==> src/rtl/eth_af_pkg.sv <==
package eth_af_pkg;
  localparam int CB_RX_ALL = 31;
  localparam int CB_HPF    = 10;
  localparam int CB_SAF    = 9;
  localparam int CB_SAINV  = 8;
  localparam int CB_DAINV  = 3;
  localparam int CB_HMC    = 2;
  localparam int CB_HUC    = 1;
  localparam logic [31:0] CTRL_MASK =
    (32'h1 << CB_RX_ALL) | (32'h1 << CB_HPF) | (32'h1 << CB_SAF) | (32'h1 << CB_SAINV) |
    (32'h1 << CB_DAINV) | (32'h1 << CB_HMC) | (32'h1 << CB_HUC);
  localparam logic [31:0] CRC_POLY = 32'hEDB8_8320;

  function automatic logic [31:0] crc32_step(input logic [31:0] c, input logic [7:0] b);
    logic [31:0] r;
    r = c;
    for (int i = 0; i < 8; i++) begin
      if (r[0] ^ b[i]) r = (r >> 1) ^ CRC_POLY;
      else             r = r >> 1;
    end
    return r;
  endfunction
endpackage

==> src/rtl/eth_af_ctrl.sv <==
module eth_af_ctrl
  import eth_af_pkg::*;
(
  input  logic        clk_i,
  input  logic        rst_ni,
  input  logic        wr_i,
  input  logic [31:0] wdata_i,
  output logic [31:0] ctrl_o
);
  logic [31:0] ctrl_q;

  always_ff @(posedge clk_i or negedge rst_ni) begin
    if (!rst_ni)   ctrl_q <= '0;
    else if (wr_i) ctrl_q <= wdata_i & CTRL_MASK;
  end

  assign ctrl_o = ctrl_q;

  a_r11_masked_write: assert property (@(posedge clk_i) disable iff (!rst_ni)
    wr_i |=> ctrl_o == ($past(wdata_i) & CTRL_MASK));
  a_r11_hold: assert property (@(posedge clk_i) disable iff (!rst_ni)
    !wr_i |=> $stable(ctrl_o));
endmodule

==> src/rtl/eth_af_capture.sv <==
module eth_af_capture
  import eth_af_pkg::*;
#(
  parameter int ADDR_BYTES = 6,
  localparam int ADDR_W = 8 * ADDR_BYTES,
  localparam int HDR = 2 * ADDR_BYTES,
  localparam int CNT_W = $clog2(HDR + 1)
) (
  input  logic              clk_i,
  input  logic              rst_ni,
  input  logic              valid_i,
  input  logic [7:0]        data_i,
  input  logic              sof_i,
  output logic [CNT_W-1:0]  cnt_nxt_o,
  output logic [ADDR_W-1:0] da_nxt_o,
  output logic [ADDR_W-1:0] sa_nxt_o,
  output logic [31:0]       crc_nxt_o
);
  localparam logic [CNT_W-1:0] HDR_C = CNT_W'(HDR);

  logic [CNT_W-1:0]  cnt_q, base_cnt;
  logic [ADDR_W-1:0] da_q, sa_q;
  logic [31:0]       crc_q, crc_base;

  always_comb begin
    base_cnt  = sof_i ? '0 : cnt_q;
    crc_base  = sof_i ? '1 : crc_q;
    cnt_nxt_o = cnt_q;
    da_nxt_o  = da_q;
    sa_nxt_o  = sa_q;
    crc_nxt_o = crc_q;
    if (valid_i) begin
      for (int k = 0; k < ADDR_BYTES; k++) begin
        if (base_cnt == CNT_W'(k)) begin
          da_nxt_o[k*8 +: 8] = data_i;
          crc_nxt_o = crc32_step(crc_base, data_i);
        end
        if (base_cnt == CNT_W'(k + ADDR_BYTES)) sa_nxt_o[k*8 +: 8] = data_i;
      end
      // saturate once the header is complete
      cnt_nxt_o = (base_cnt == HDR_C) ? base_cnt : base_cnt + 1'b1;
    end
  end

  always_ff @(posedge clk_i or negedge rst_ni) begin
    if (!rst_ni) begin
      cnt_q <= '0;
      da_q  <= '0;
      sa_q  <= '0;
      crc_q <= '1;
    end else begin
      cnt_q <= cnt_nxt_o;
      da_q  <= da_nxt_o;
      sa_q  <= sa_nxt_o;
      crc_q <= crc_nxt_o;
    end
  end

  a_r10_cnt_cap: assert property (@(posedge clk_i) disable iff (!rst_ni) cnt_q <= HDR_C);
  a_r10_sof_restart: assert property (@(posedge clk_i) disable iff (!rst_ni)
    (valid_i && sof_i) |=> cnt_q == CNT_W'(1));
endmodule

==> src/rtl/eth_af_match.sv <==
module eth_af_match #(
  parameter int NUM_SLOTS = 4,
  parameter int ADDR_W = 48
) (
  input  logic [ADDR_W-1:0]           addr_i,
  input  logic [NUM_SLOTS*ADDR_W-1:0] slot_addr_i,
  input  logic [NUM_SLOTS-1:0]        slot_en_i,
  input  logic [NUM_SLOTS-1:0]        slot_is_sa_i,
  input  logic                        sel_sa_i,
  output logic                        hit_o
);
  logic [NUM_SLOTS-1:0] hit_vec;

  for (genvar g = 0; g < NUM_SLOTS; g++) begin : g_slot
    assign hit_vec[g] = slot_en_i[g] && (slot_is_sa_i[g] == sel_sa_i) &&
                        (slot_addr_i[g*ADDR_W +: ADDR_W] == addr_i);
  end

  assign hit_o = |hit_vec;
endmodule

==> src/rtl/eth_rx_addr_filter.sv <==
module eth_rx_addr_filter
  import eth_af_pkg::*;
#(
  parameter int NUM_SLOTS = 4,
  parameter int ADDR_BYTES = 6,
  parameter int HASH_BITS = 6,
  localparam int ADDR_W = 8 * ADDR_BYTES,
  localparam int HDR = 2 * ADDR_BYTES,
  localparam int CNT_W = $clog2(HDR + 1),
  localparam int HASH_SIZE = 1 << HASH_BITS
) (
  input  logic                        clk_i,
  input  logic                        rst_ni,
  input  logic                        rx_valid_i,
  input  logic [7:0]                  rx_data_i,
  input  logic                        rx_sof_i,
  input  logic                        rx_eof_i,
  input  logic                        cfg_wr_i,
  input  logic [31:0]                 cfg_wdata_i,
  output logic [31:0]                 cfg_rdata_o,
  input  logic [NUM_SLOTS*ADDR_W-1:0] slot_addr_i,
  input  logic [NUM_SLOTS-1:0]        slot_en_i,
  input  logic [NUM_SLOTS-1:0]        slot_is_sa_i,
  input  logic [HASH_SIZE-1:0]        hash_tbl_i,
  output logic                        res_valid_o,
  output logic                        res_pass_o,
  output logic                        res_da_ok_o,
  output logic                        res_sa_hit_o
);
  logic [31:0]          ctrl;
  logic [CNT_W-1:0]     cnt_nxt;
  logic [ADDR_W-1:0]    da_nxt, sa_nxt;
  logic [31:0]          crc_nxt, crc_fin;
  logic [HASH_BITS-1:0] hidx;
  logic perf_hit, sa_hit, hash_hit, hash_on, is_mc, is_bc;
  logic da_raw, da_ok, hdr_done, da_stat, sa_stat, sa_ok, pass, fire;

  eth_af_ctrl u_ctrl (
    .clk_i, .rst_ni, .wr_i(cfg_wr_i), .wdata_i(cfg_wdata_i), .ctrl_o(ctrl)
  );

  eth_af_capture #(.ADDR_BYTES(ADDR_BYTES)) u_cap (
    .clk_i, .rst_ni, .valid_i(rx_valid_i), .data_i(rx_data_i), .sof_i(rx_sof_i),
    .cnt_nxt_o(cnt_nxt), .da_nxt_o(da_nxt), .sa_nxt_o(sa_nxt), .crc_nxt_o(crc_nxt)
  );

  eth_af_match #(.NUM_SLOTS(NUM_SLOTS), .ADDR_W(ADDR_W)) u_da_match (
    .addr_i(da_nxt), .slot_addr_i, .slot_en_i, .slot_is_sa_i, .sel_sa_i(1'b0), .hit_o(perf_hit)
  );

  eth_af_match #(.NUM_SLOTS(NUM_SLOTS), .ADDR_W(ADDR_W)) u_sa_match (
    .addr_i(sa_nxt), .slot_addr_i, .slot_en_i, .slot_is_sa_i, .sel_sa_i(1'b1), .hit_o(sa_hit)
  );

  assign fire     = rx_valid_i && rx_eof_i;
  assign is_mc    = da_nxt[0];
  assign is_bc    = &da_nxt;
  assign crc_fin  = ~crc_nxt;
  assign hidx     = crc_fin[31 -: HASH_BITS];
  assign hash_hit = hash_tbl_i[hidx];
  assign hash_on  = is_mc ? ctrl[CB_HMC] : ctrl[CB_HUC];

  always_comb begin
    if (!hash_on)          da_raw = perf_hit;
    else if (ctrl[CB_HPF]) da_raw = perf_hit | hash_hit;
    else                   da_raw = hash_hit;
  end

  assign da_ok    = is_bc | (da_raw ^ ctrl[CB_DAINV]);
  assign hdr_done = (cnt_nxt == CNT_W'(HDR));
  assign da_stat  = hdr_done & da_ok;
  assign sa_stat  = hdr_done & sa_hit;
  assign sa_ok    = sa_stat ^ ctrl[CB_SAINV];
  assign pass     = ctrl[CB_RX_ALL] | (da_stat & (~ctrl[CB_SAF] | sa_ok));

  always_ff @(posedge clk_i or negedge rst_ni) begin
    if (!rst_ni) begin
      res_valid_o  <= 1'b0;
      res_pass_o   <= 1'b0;
      res_da_ok_o  <= 1'b0;
      res_sa_hit_o <= 1'b0;
    end else begin
      res_valid_o  <= fire;
      res_pass_o   <= fire & pass;
      res_da_ok_o  <= fire & da_stat;
      res_sa_hit_o <= fire & sa_stat;
    end
  end

  assign cfg_rdata_o = ctrl;

  a_r1_result_after_eof: assert property (@(posedge clk_i) disable iff (!rst_ni)
    fire |=> res_valid_o);
  a_r1_no_spurious: assert property (@(posedge clk_i) disable iff (!rst_ni)
    !fire |=> !res_valid_o);
  a_r2_rx_all_passes: assert property (@(posedge clk_i) disable iff (!rst_ni)
    (fire && ctrl[CB_RX_ALL]) |=> res_pass_o);
  a_r3_sa_drop: assert property (@(posedge clk_i) disable iff (!rst_ni)
    (fire && !ctrl[CB_RX_ALL] && ctrl[CB_SAF]) |=>
      (!res_pass_o || (res_sa_hit_o != $past(ctrl[CB_SAINV]))));
  a_r7_bcast_passes: assert property (@(posedge clk_i) disable iff (!rst_ni)
    (fire && hdr_done && (&da_nxt)) |=> res_da_ok_o);
  a_r10_short_fails: assert property (@(posedge clk_i) disable iff (!rst_ni)
    (fire && !hdr_done) |=> (!res_da_ok_o && !res_sa_hit_o));
endmodule

==> config.mk <==
export PLATFORM = sky130hd
export DESIGN_NAME = eth_rx_addr_filter
export DESIGN_NICKNAME = d
export VERILOG_FILES = /design/src/rtl/eth_af_pkg.sv /design/src/rtl/eth_af_ctrl.sv /design/src/rtl/eth_af_capture.sv /design/src/rtl/eth_af_match.sv /design/src/rtl/eth_rx_addr_filter.sv
export SDC_FILE = /design/constraint.sdc
export NUM_CORES = 1
export LEC_CHECK = 0
export BUFFER_PORTS_ARGS = -buffer_cell sky130_fd_sc_hd__clkbuf_2
export CORE_MARGIN = 2
export CORE_UTILIZATION = 25
export DETAILED_ROUTE_END_ITERATION = 12
export GPL_TIMING_DRIVEN = 0
export SYNTH_ARGS = -nofsm -noshare
export SYNTH_HDL_FRONTEND = slang
export SYNTH_HIERARCHICAL = 1
export SYNTH_SLANG_ARGS = --single-unit
export TNS_END_PERCENT = 30
==> constraint.sdc <==
create_clock -name clk_i -period 4.1 [get_ports clk_i]
set_input_delay 0.82 -clock clk_i [delete_from_list [all_inputs] [get_ports clk_i]]
set_output_delay 0.82 -clock clk_i [all_outputs]
set_load 0.01 [all_outputs]
==> results of run 1 <==
## cell usage after synthesis, types with 4 or more instances
library cell	n	area (µm²)
a21oi_1	7	35.0
a221oi_1	4	35.0
a222oi_1	4	40.0
buf_2	5	25.0
buf_4	30	225
buf_6	5	56.3
clkbuf_1	20	75.1
clkbuf_2	14	70.1
dfrtp_1	111	2780
dfstp_2	32	841
ha_1	4	50.1
inv_1	36	135
mux2_2	100	1130
mux2_4	7	105
mux2i_1	4	40.0
mux4_1	8	210
mux4_2	8	180
nand2_1	59	221
nand3_1	16	80.1
nand4_1	50	313
nor2_1	41	154
nor3_1	6	30.0
nor4_1	81	507
o21ai_0	26	130
o21ai_1	8	40.0
o22ai_1	11	68.8
o2bb2ai_1	9	78.8
xnor2_1	160	1400
xnor2_2	8	130
xnor3_1	4	90.1
xor2_1	268	2350
## metrics by stage
stage | setup TNS [ns] | hold WS (ns)
after floorplan | -0.0413 | 0.442
after global placement | -34.30 | 0.450
after detailed placement | -3.39 | 0.462
after CTS | 0 | 0.379
after global routing | -0.131 | 0.414
final | -0.0464 | 0.378
## layout make-up
| type | count | area, µm² |
|---|---|---|
| inverters | 36 | 158 |
| multi-input cells | 962 | 8450 |
| flip-flops and latches | 143 | 3620 |
| fillers | 4848 | 31500 |
| well taps | 615 | 769 |
| plain buffers | 65 | 528 |
| diodes | 12 | 30.0 |
| clock inverters | 13 | 100 |
| repair buffers | 346 | 1940 |
| clock buffers | 19 | 443 |
## logic make-up (layout without fill, tap and decap cells)
kind of cell / count (synthesis) / count (layout) / synth area share, %
AOI/OAI and AO/OA: 83 / 83 / 4.54
and+or+nand+nor: 271 / 271 / 12.0
adders and majority gates: 4 / 4 / 0.417
buffers and inverters: 113 / 479 / 5.12
other: 3 / 45 / 0.0938
xor gates and xnor gates: 444 / 444 / 33.8
DFF: 143 / 143 / 30.2
muxes: 127 / 127 / 13.8
## power breakdown
group	internal, µW	switching [µW]	leakage (µW)
Clock	801	652	0.000271
Combinational	2550	3120	0.00538
Sequential	1960	201	0.00177
## sequential cells by signal, summed over array words and instances (netlist names)
register       cells
res_da_ok_o        1
res_pass_o         1
res_sa_hit_o       1
res_valid_o        1
u_cap/cnt_q        4
u_cap/crc_q       32
u_cap/da_q        48
u_cap/sa_q        48
u_ctrl/ctrl_o      7
## cell usage in the layout (no fill, tap or decap), types with 7 or more instances in the layout
cell / n
buf_4: 81
buf_6: 8
clkbuf_1: 12
clkbuf_16: 20
clkbuf_2: 293
conb_1: 33
dfrtp_1: 110
dfstp_2: 32
diode_2: 12
inv_1: 33
inv_6: 7
mux2_2: 74
mux2_4: 33
mux4_2: 14
nand2_1: 42
nand2_2: 8
nand2_8: 7
nand3_1: 16
nand4_1: 50
nor2_1: 40
nor4_1: 62
nor4_2: 13
o21ai_0: 23
o21ai_1: 8
o22ai_1: 10
o2bb2ai_1: 9
xnor2_1: 157
xnor2_2: 11
xor2_1: 266
## worst max path at each step
stage               slack (ns)  depth (start not counted)              endpoint       start
detailed placement       -1.29                         20  res_pass_o$_DFF_PN0_    rx_sof_i
global route             -0.07                         20  res_pass_o$_DFF_PN0_    rx_sof_i
floorplan                -0.03                         21  res_pass_o$_DFF_PN0_    rx_sof_i
CTS                       0.01                         17  res_pass_o$_DFF_PN0_  rx_valid_i
finish                   -0.03                         19  res_pass_o$_DFF_PN0_    rx_sof_i
global placement         -1.27                         21  res_pass_o$_DFF_PN0_    rx_sof_i
## routing by layer
layer	vias to the layer above	global-route usage, %
met2	714	35.3
met3	101	4.85
met1	5500	26.3
met5	-	0
met4	2	10.2
li1	4851	-
## repair_timing
action / in CTS / in global routing
setup buffers: 34 / 22
pin swaps: 17 / 33
resized for setup: 93 / 46
endpoints found under the setup margin: 3 / 2
gates cloned: 0 / 0
==> metrics.csv, run 1 <==
stage;metric;value;unit
clock_tree;cts.sinks;143;
synth;synthCells;1188;
critical_path;cpPeakStageDelay;0.62;ns
finish;final_area;16000;µm²
placed_design;post_dp_cell_area;14500;µm²
critical_path;critPathTopFamily;simple AND/OR/NAND/NOR gates;
synth;synth_edf_count;0;
sta;slew_violations;0;
drt;drc;0;
finish;final_layout_size_suffix_gt1_share;41.7;%
clock_tree;cts-root-buf;clkbuf_16;
placed_design;pre_cts_ws;-1.29;ns
critical_path;cp_slowest_cell;nor4_1;
drt;drt_pass1_iterations;5;
floorplanning;die_h;223;µm
critical_path;critPathKind;in -> reg;
floorplanning;die-area;49800;µm²
global_route;grt_pass1_vias;11200;
floorplanning;io_pins;346;
sta;worst_pin_slew;0.869;ns
critical_path;reg2reg_slack;0.14;ns
synth;synth_cell_types;57;
clock_tree;htree_levels;4;
placed_design;io_buffers;290;
floorplanning;die_w;223;µm
global_route;antenna_found_initial;11;
placed_design;hpwl;43100;µm
run_status;violations;negative setup slack;
global_route;grt_pass1_wl;76500;µm
synth;synth_flop_cell;dfrtp_1;
critical_path;r2r_start;u_cap/cnt_q[2]$_DFF_PN0_;
clock_tree;cts-buffers-inserted;17;
critical_path;crit_fanout;11;
clock_tree;clk_latency;0.43;ns
floorplanning;initial_utilization;25.2;%
global_route;grt_overflow;0;
sta;clock_skew;0.0163;ns
sta;timing.final.hold_violations;0;
placed_design;dpl.cell_count;2124;
drt;ant_nets;0;
power_and_ir_drop;p_total;9290;µW
clock_tree;cts_tree;built;
synth;syn_area;12000;µm²
drt;wl_met2;26100;µm
drt;dr_wl_met3;5170;µm
global_route;grt_max_degree;86;
sta;rsz0062_at_grt;true;
critical_path;worst_r2r_endpoint;res_pass_o$_DFF_PN0_;
critical_path;worstPathArrival;4.43;ns
critical_path;rr_worst_depth;15;
clock_tree;clockBufferDepth;2;
power_and_ir_drop;cellPowerDensity;579;nW/µm²
clock_tree;clk_transition_reported_paths;0.07;ns
synth;synth.avg_cell_area;10.1;µm²
sta;setup_viol;2;
sta;max_freq;0.242;GHz
sta;period_minus_slack;4.13;ns
critical_path;cp-start-kind;input pin;
sta;finalCritPeriodShare;101;%
drt;wl;54700;µm
synth;synth_seq_area_share;30.2;%
drt;dr.max_layer_used;met5;
floorplanning;fp-row-count;80;
power_and_ir_drop;ir_worst_vdd;0.000320;V
finish;finish.utilization;33.7;%
critical_path;cp-end-kind;register;
placed_design;gp_congestion;0.987;
synth;yosys_warnings;6;
drt;post_drt_wl_per_cell;24.7;µm
critical_path;cp.required;4.40;ns
job;maxCapViolCount;0;
clock_tree;cts-hold-fix-buffers;0;
global_route;track_usage;21.4;%
run_status;status;complete, but fails checks;
synth;yosys_register_bits;143;
sta;fin_ws;-0.0268;ns
synth;synth_async_sr_flop_share;100;%
drt;drtIter0Drc;1032;
sta;slew_headroom;41.5;%
finish;fin_nets;1885;
drt;via_per_inst;5.05;
floorplanning;core;47500;µm²
critical_path;cp.buffers_inverters;5;
critical_path;crit_chain;clkbuf_16, clkbuf_16, inv_12, nand2_8, ha_4, buf_12, nand2_8, buf_4, mux2_2, xor2_1, nor4_1, nand4_1, nor4_1, or4_4, o21a_1, a31o_1, o21ai_1, a21oi_2, o2bb2ai_1;
finish;fin_cells;2211;
drt;met1_length;21200;µm
power_and_ir_drop;p_leak;0.00742;µW
worst_hold_path;hp-class;in -> async;
finish;area_growth;33.7;%
drt;dr_total_vias;11200;
(Power assumes the default switching activity.)
==> run 2, diff against run 1 <==
Settings changed: TNS_END_PERCENT 30 to default.
==> metrics.csv, run 2 (same netlist as run 1, synthesis figures left out) <==
stage;metric;value;unit
critical_path;crit_fanout;8;
power_and_ir_drop;p_int;5340;µW
sta;finalCritPeriodShare;101;%
power_and_ir_drop;p_clk_share;15.6;%
finish;final_cell_mix;293 x clkbuf_2, 266 x xor2_1, 157 x xnor2_1, 110 x dfrtp_1, 82 x buf_4;
drt;wl;54900;µm
critical_path;critPathLaunch;rx_sof_i;
drt;drtIter0Drc;1028;
critical_path;critPathCapture;res_pass_o$_DFF_PN0_;
sta;setup_viol;2;
critical_path;reg2reg_slack;0.16;ns
sta;fin_hold_ws;0.377;ns
global_route;grt_max_degree;86;
critical_path;worstPathArrival;4.43;ns
floorplanning;die_h;223;µm
clock_tree;cts-root-buf;clkbuf_16;
clock_tree;cts-hold-fix-buffers;0;
sta;period_minus_slack;4.13;ns
critical_path;critPathKind;in -> reg;
finish;final_layout_size_suffix_gt1_share;41.7;%
clock_tree;htree_levels;4;
placed_design;io_buffers;290;
power_and_ir_drop;p_sw;3980;µW
run_status;violations;negative setup slack;
finish;multi_input_area;8480;µm²
sta;worst_pin_slew;0.897;ns
drt;ant_nets;0;
floorplanning;core;47500;µm²
sta;slew_violations;0;
global_route;track_usage;21.4;%
power_and_ir_drop;p_leak;0.00745;µW
clock_tree;clockBufferDepth;2;
power_and_ir_drop;p_total;9310;µW
placed_design;dpl.cell_count;2124;
sta;clock_skew;0.0153;ns
placed_design;hpwl;43100;µm
power_and_ir_drop;sw_frac_of_total;42.7;%
critical_path;rr_worst_depth;15;
drt;dr_total_vias;11200;
drt;via_per_inst;5.04;
sta;slew_headroom;39.8;%
finish;fillers;4846;
floorplanning;die-area;49800;µm²
global_route;grt_pass1_wl;76500;µm
sta;setup_tns;-0.0464;ns
critical_path;cp-start-kind;input pin;
drt;drc;0;
floorplanning;fp-row-count;80;
finish;reg_top3;u_cap/da_q (48), u_cap/sa_q (48), u_cap/crc_q (32);
power_and_ir_drop;combPwrFrac;61.1;%
clock_tree;clk_transition_reported_paths;0.07;ns
floorplanning;die_w;223;µm
clock_tree;cts.sinks;143;
sta;rsz0062_at_grt;true;
power_and_ir_drop;pwr-share-seq;23.3;%
global_route;antenna_found_initial;11;
finish;final_common_cell;clkbuf_2;
sta;fin_ws;-0.0267;ns
drt;post_drt_wl_per_cell;24.8;µm
finish;fin_cells;2212;
global_route;grt_overflow;0;
critical_path;worst_r2r_endpoint;res_pass_o$_DFF_PN0_;
job;maxCapViolCount;0;
clock_tree;cts-buffers-inserted;17;
finish;area_growth;34.0;%
power_and_ir_drop;cellPowerDensity;579;nW/µm²
finish;ff_latch_area;3620;µm²
finish;fin_nets;1887;
power_and_ir_drop;ir_worst_vdd;0.000319;V
clock_tree;cts_tree;built;
critical_path;cp.required;4.40;ns
global_route;grt_pass1_vias;11200;
placed_design;gp_congestion;0.987;
floorplanning;initial_utilization;25.2;%
clock_tree;clk_latency;0.43;ns
worst_hold_path;hp-class;in -> async;
sta;timing.final.hold_violations;0;
run_status;status;complete, but fails checks;
sta;max_freq;0.242;GHz
critical_path;r2r_start;u_cap/cnt_q[2]$_DFF_PN0_;
critical_path;cp-end-kind;register;
drt;drt_pass1_iterations;5;
floorplanning;io_pins;346;
placed_design;pre_cts_ws;-1.29;ns
run 2: how the worst min path moves through the flow:
stage | depth (start not counted) | to | start | slack, ns
finish | 1 | res_valid_o$_DFF_PN0_ | rst_ni | 0.38
global route | 1 | res_valid_o$_DFF_PN0_ | rst_ni | 0.41
CTS | 1 | res_valid_o$_DFF_PN0_ | rst_ni | 0.38
detailed placement | 2 | u_cap/crc_q[19]$_DFF_PN1_ | u_cap/crc_q[19]$_DFF_PN1_ | 0.46
global placement | 2 | u_cap/crc_q[25]$_DFF_PN1_ | u_cap/crc_q[25]$_DFF_PN1_ | 0.45
floorplan | 2 | u_cap/crc_q[25]$_DFF_PN1_ | u_cap/crc_q[25]$_DFF_PN1_ | 0.44
run 2: metal layers:
layer / up-vias / track usage, % / routed length, µm
li1: 4851 / - / -
met1: 5485 / 26.3 / 21100
met2: 715 / 35.3 / 26300
met3: 100 / 4.85 / 5410
met4: 2 / 10.2 / 2140
met5: - / 0 / 13
run 2: worst max-delay path, cell delays in order:
cell,delay [ns]
clkbuf_16,0.14
clkbuf_16,0.16
inv_12,0.08
nand2_8,0.07
inv_6,0.08
ha_4,0.24
nand2_8,0.12
mux2_4,0.42
xnor2_1,0.21
nand4_1,0.24
nor4_2,0.57
nand4_1,0.18
nor3_1,0.24
or4_4,0.22
o21a_1,0.13
a31o_1,0.13
o21ai_1,0.09
a21oi_2,0.18
o2bb2ai_1,0.08
run 2: final cells by class:
cell class              instances  share of cell area, %
well taps                     615                   4.78
diodes                         11                  0.171
inverters                      36                  0.980
multi-input cells             962                   52.7
clock buffers                  19                   2.75
clock inverters                13                  0.622
repair buffers                348                   12.2
flip-flops and latches        143                   22.5
plain buffers                  65                   3.28
run 2: per-stage QoR:
stage	utilization (%)	area (µm²)
final	33.8	16100
after global routing	33.8	16100
after CTS	32.9	15700
after detailed placement	30.4	14500
after global placement	30.4	14400
after floorplan	-	12200
run 2: timing repair:
action,CTS,global route
setup buffers,34,23
setup endpoints to repair,3,2
gates resized for setup,93,51
gates cloned,0,1
pin swaps,17,33
run 2: power groups by stage:
stage | combinational, µW | clock (µW) | sequential (µW)
floorplan | 3610 | 0 | 2110
global placement | 4910 | 0 | 2140
detailed placement | 4990 | 0 | 2160
CTS | 5390 | 1480 | 2150
global route | 6010 | 1540 | 2200
finish | 5690 | 1450 | 2170
==> run 3, diff against run 2 <==
Settings changed: CORE_MARGIN 2 to 5, SYNTH_HIERARCHICAL 1 to default.
==> metrics.csv, run 3 <==
stage;metric;value;unit
run_status;status;complete, but fails checks;
run_status;violations;negative setup slack;
drt;wl;74800;µm
synth;synth_top_area_share;24.8;%
floorplanning;die_w;235;µm
synth;synth.avg_cell_area;9.27;µm²
sta;fin_ws;-0.148;ns
clock_tree;cts-root-buf;clkbuf_16;
critical_path;cp-end-kind;register;
clock_tree;htree_levels;4;
sta;worst_pin_slew;1.20;ns
synth;synth_seq_area_share;28.5;%
sta;clock_skew;0.0126;ns
global_route;antenna_found_initial;5;
clock_tree;cts.sinks;143;
finish;final_layout_size_suffix_gt1_share;40.3;%
sta;rsz0062_at_grt;true;
synth;synth_area_leader_cell;xnor2_1;
global_route;track_usage;25.6;%
finish;area_growth;51.4;%
critical_path;cp.buffers_inverters;4;
global_route;grt_overflow;0;
power_and_ir_drop;p_leak;0.00832;µW
synth;synth_flop_cell;dfrtp_1;
critical_path;crit_chain;buf_12, buf_12, nand2b_4, ha_4, and2_4, nand2_8, buf_12, buf_4, mux2i_4, xnor2_1, nor4_1, nand4_1, nor4_4, o41ai_4, nand2_1, o2bb2ai_2, mux2i_2, a32o_1;
critical_path;critPathMostFrequentCell;buf_12;
sta;setup_tns;-0.211;ns
synth;synthTopCellsByCount;359 x xnor2_1, 114 x nor4_1, 111 x dfrtp_1, 111 x mux2i_1, 104 x inv_1;
placed_design;post_dp_cell_area;15600;µm²
placed_design;io_buffers;291;
floorplanning;core;50200;µm²
placed_design;pre_cts_ws;-2.21;ns
worst_hold_path;hp-class;in -> async;
synth;yosys_warnings;0;
critical_path;cp-start-kind;input pin;
job;maxCapViolCount;0;
finish;final_common_cell;xnor2_1;
sta;max_freq;0.235;GHz
clock_tree;clk_latency;0.44;ns
sta;slew_headroom;19.1;%
finish;final_cell_mix;351 x xnor2_1, 303 x clkbuf_2, 133 x buf_4, 111 x dfrtp_1, 102 x inv_1;
synth;yosys_register_bits;143;
critical_path;critPathKind;in -> reg;
synth;synth_edf_count;0;
floorplanning;die-area;55300;µm²
floorplanning;initial_utilization;25.3;%
synth;synth.most_common_cell;xnor2_1;
placed_design;hpwl;55700;µm
finish;final_area;19200;µm²
clock_tree;cts_tree;built;
floorplanning;io_pins;346;
drt;drtIter0Drc;1641;
sta;setup_viol;2;
critical_path;critPathTopFamily;simple AND/OR/NAND/NOR gates;
drt;drc;0;
drt;dr_total_vias;13600;
sta;finalCritPeriodShare;104;%
drt;post_drt_wl_per_cell;29.4;µm
synth;synthTopCellsByArea;xnor2_1 25%, dfrtp_1 22%, mux2i_1 8.8%, xor2_1 6.7%, dfstp_2 6.6%;
finish;fin_nets;2175;
clock_tree;clk_transition_reported_paths;0.06;ns
power_and_ir_drop;cellPowerDensity;619;nW/µm²
sta;period_minus_slack;4.25;ns
sta;slew_violations;0;
synth;synthCells;1368;
critical_path;cpPeakStageDelay;0.56;ns
clock_tree;cts-hold-fix-buffers;0;
synth;synth_async_sr_flop_share;100;%
sta;timing.final.hold_violations;0;
synth;synth_cell_types;74;
floorplanning;die_h;235;µm
power_and_ir_drop;ir_worst_vdd;0.000255;V
global_route;grt_max_degree;97;
global_route;grt_pass1_wl;102000;µm
synth;syn_area;12700;µm²
drt;drt_pass1_iterations;5;
drt;via_per_inst;5.35;
critical_path;cp_slowest_cell;nor4_4;
clock_tree;cts-buffers-inserted;17;
clock_tree;clockBufferDepth;2;
critical_path;worstPathArrival;4.57;ns
floorplanning;fp-row-count;82;
critical_path;reg2reg_slack;-0.07;ns
global_route;grt_pass1_vias;13600;
drt;ant_nets;0;
critical_path;cp.required;4.42;ns
critical_path;crit_fanout;6;
placed_design;gp_congestion;1.02;
run 3: final timing paths:
| kind | from | endpoint | depth (start not counted) |
|---|---|---|---|
| worst max-delay path | rx_sof_i | res_pass_o$_DFF_PN0_ | 18 |
| worst min-delay path | rst_ni | u_cap.da_q[2]$_DFF_PN0_ | 1 |
| worst max register to register | u_cap.cnt_q[3]$_DFF_PN0_ | res_pass_o$_DFF_PN0_ | 14 |
| worst min register to register | register | register | 2 |
| max in group asynchronous | rst_ni | u_cap.sa_q[15]$_DFF_PN0_ | 2 |
| min in group clk_i | register | register | 2 |
run 3: stage by stage:
stage	total power [µW]	instances	hold WS (ns)	util (%)
2_1_floorplan	6260	1392	0.457	-
5_1_grt	12200	2545	0.368	38.3
3_3_place_gp	8420	2355	0.467	30.7
6_report	11900	2545	0.340	38.3
3_5_place_dp	8550	2367	0.473	31.1
4_1_cts	11200	2514	0.351	37.0
run 3: repair_timing:
| item | 4_1_cts | 5_1_grt |
|---|---|---|
| endpoints found under the setup margin | 3 | 3 |
| pin swaps | 18 | 26 |
| resized for setup | 176 | 54 |
| gates cloned | 1 | 0 |
| setup buffers | 120 | 30 |
run 3: worst reg2reg max path, cell delays in order (launching register included):
cell and delay (ns):
dfrtp_1 0.31, buf_2 0.26, or3b_1 0.38, clkbuf_1 0.21, nor2_4 0.16, buf_12 0.18, mux2i_2 0.68, xnor2_1 0.13
nor4_1 0.46, nand4_1 0.28, nor4_4 0.37, o31ai_2 0.17, xor2_1 0.17, nand2_1 0.06, a32o_1 0.24
run 3: layer usage:
metal	GRT usage (%)	share of wire [%]	up-vias
met5	0	0.036	-
met4	15.2	7.3	4
met2	38.9	43	1069
li1	-	-	5687
met1	32.3	38	6606
met3	7.50	12	261
run 3: kinds of logic (layout without fill, tap and decap cells):
family | after synthesis | after routing | synth area share, %
other | 1 | 26 | 0.0296
AOI/OAI and AO/OA | 91 | 91 | 4.86
and+or+nand+nor | 364 | 364 | 16.4
muxes | 138 | 138 | 11.5
DFF | 143 | 143 | 28.5
xor gates and xnor gates | 463 | 463 | 32.6
adders and majority gates | 4 | 4 | 0.395
buffers and inverters | 164 | 644 | 5.70
run 3: layout make-up:
| class | count | area, µm² |
|---|---|---|
| fill | 4877 | 31000 |
| multi-input combinational | 1085 | 10100 |
| sequential | 143 | 3620 |
| timing repair buffer | 454 | 3290 |
| tap | 672 | 841 |
| clock buffer | 19 | 433 |
| inverter | 105 | 394 |
| buffer | 55 | 389 |
| clock inverter | 11 | 133 |
| antenna | 1 | 2.50 |
run 3: power breakdown:
| group | switching (µW) | total, µW | internal, µW |
|---|---|---|---|
| clock | 679 | 1580 | 899 |
| combinational | 4580 | 7940 | 3360 |
| sequential | 389 | 2370 | 1980 |
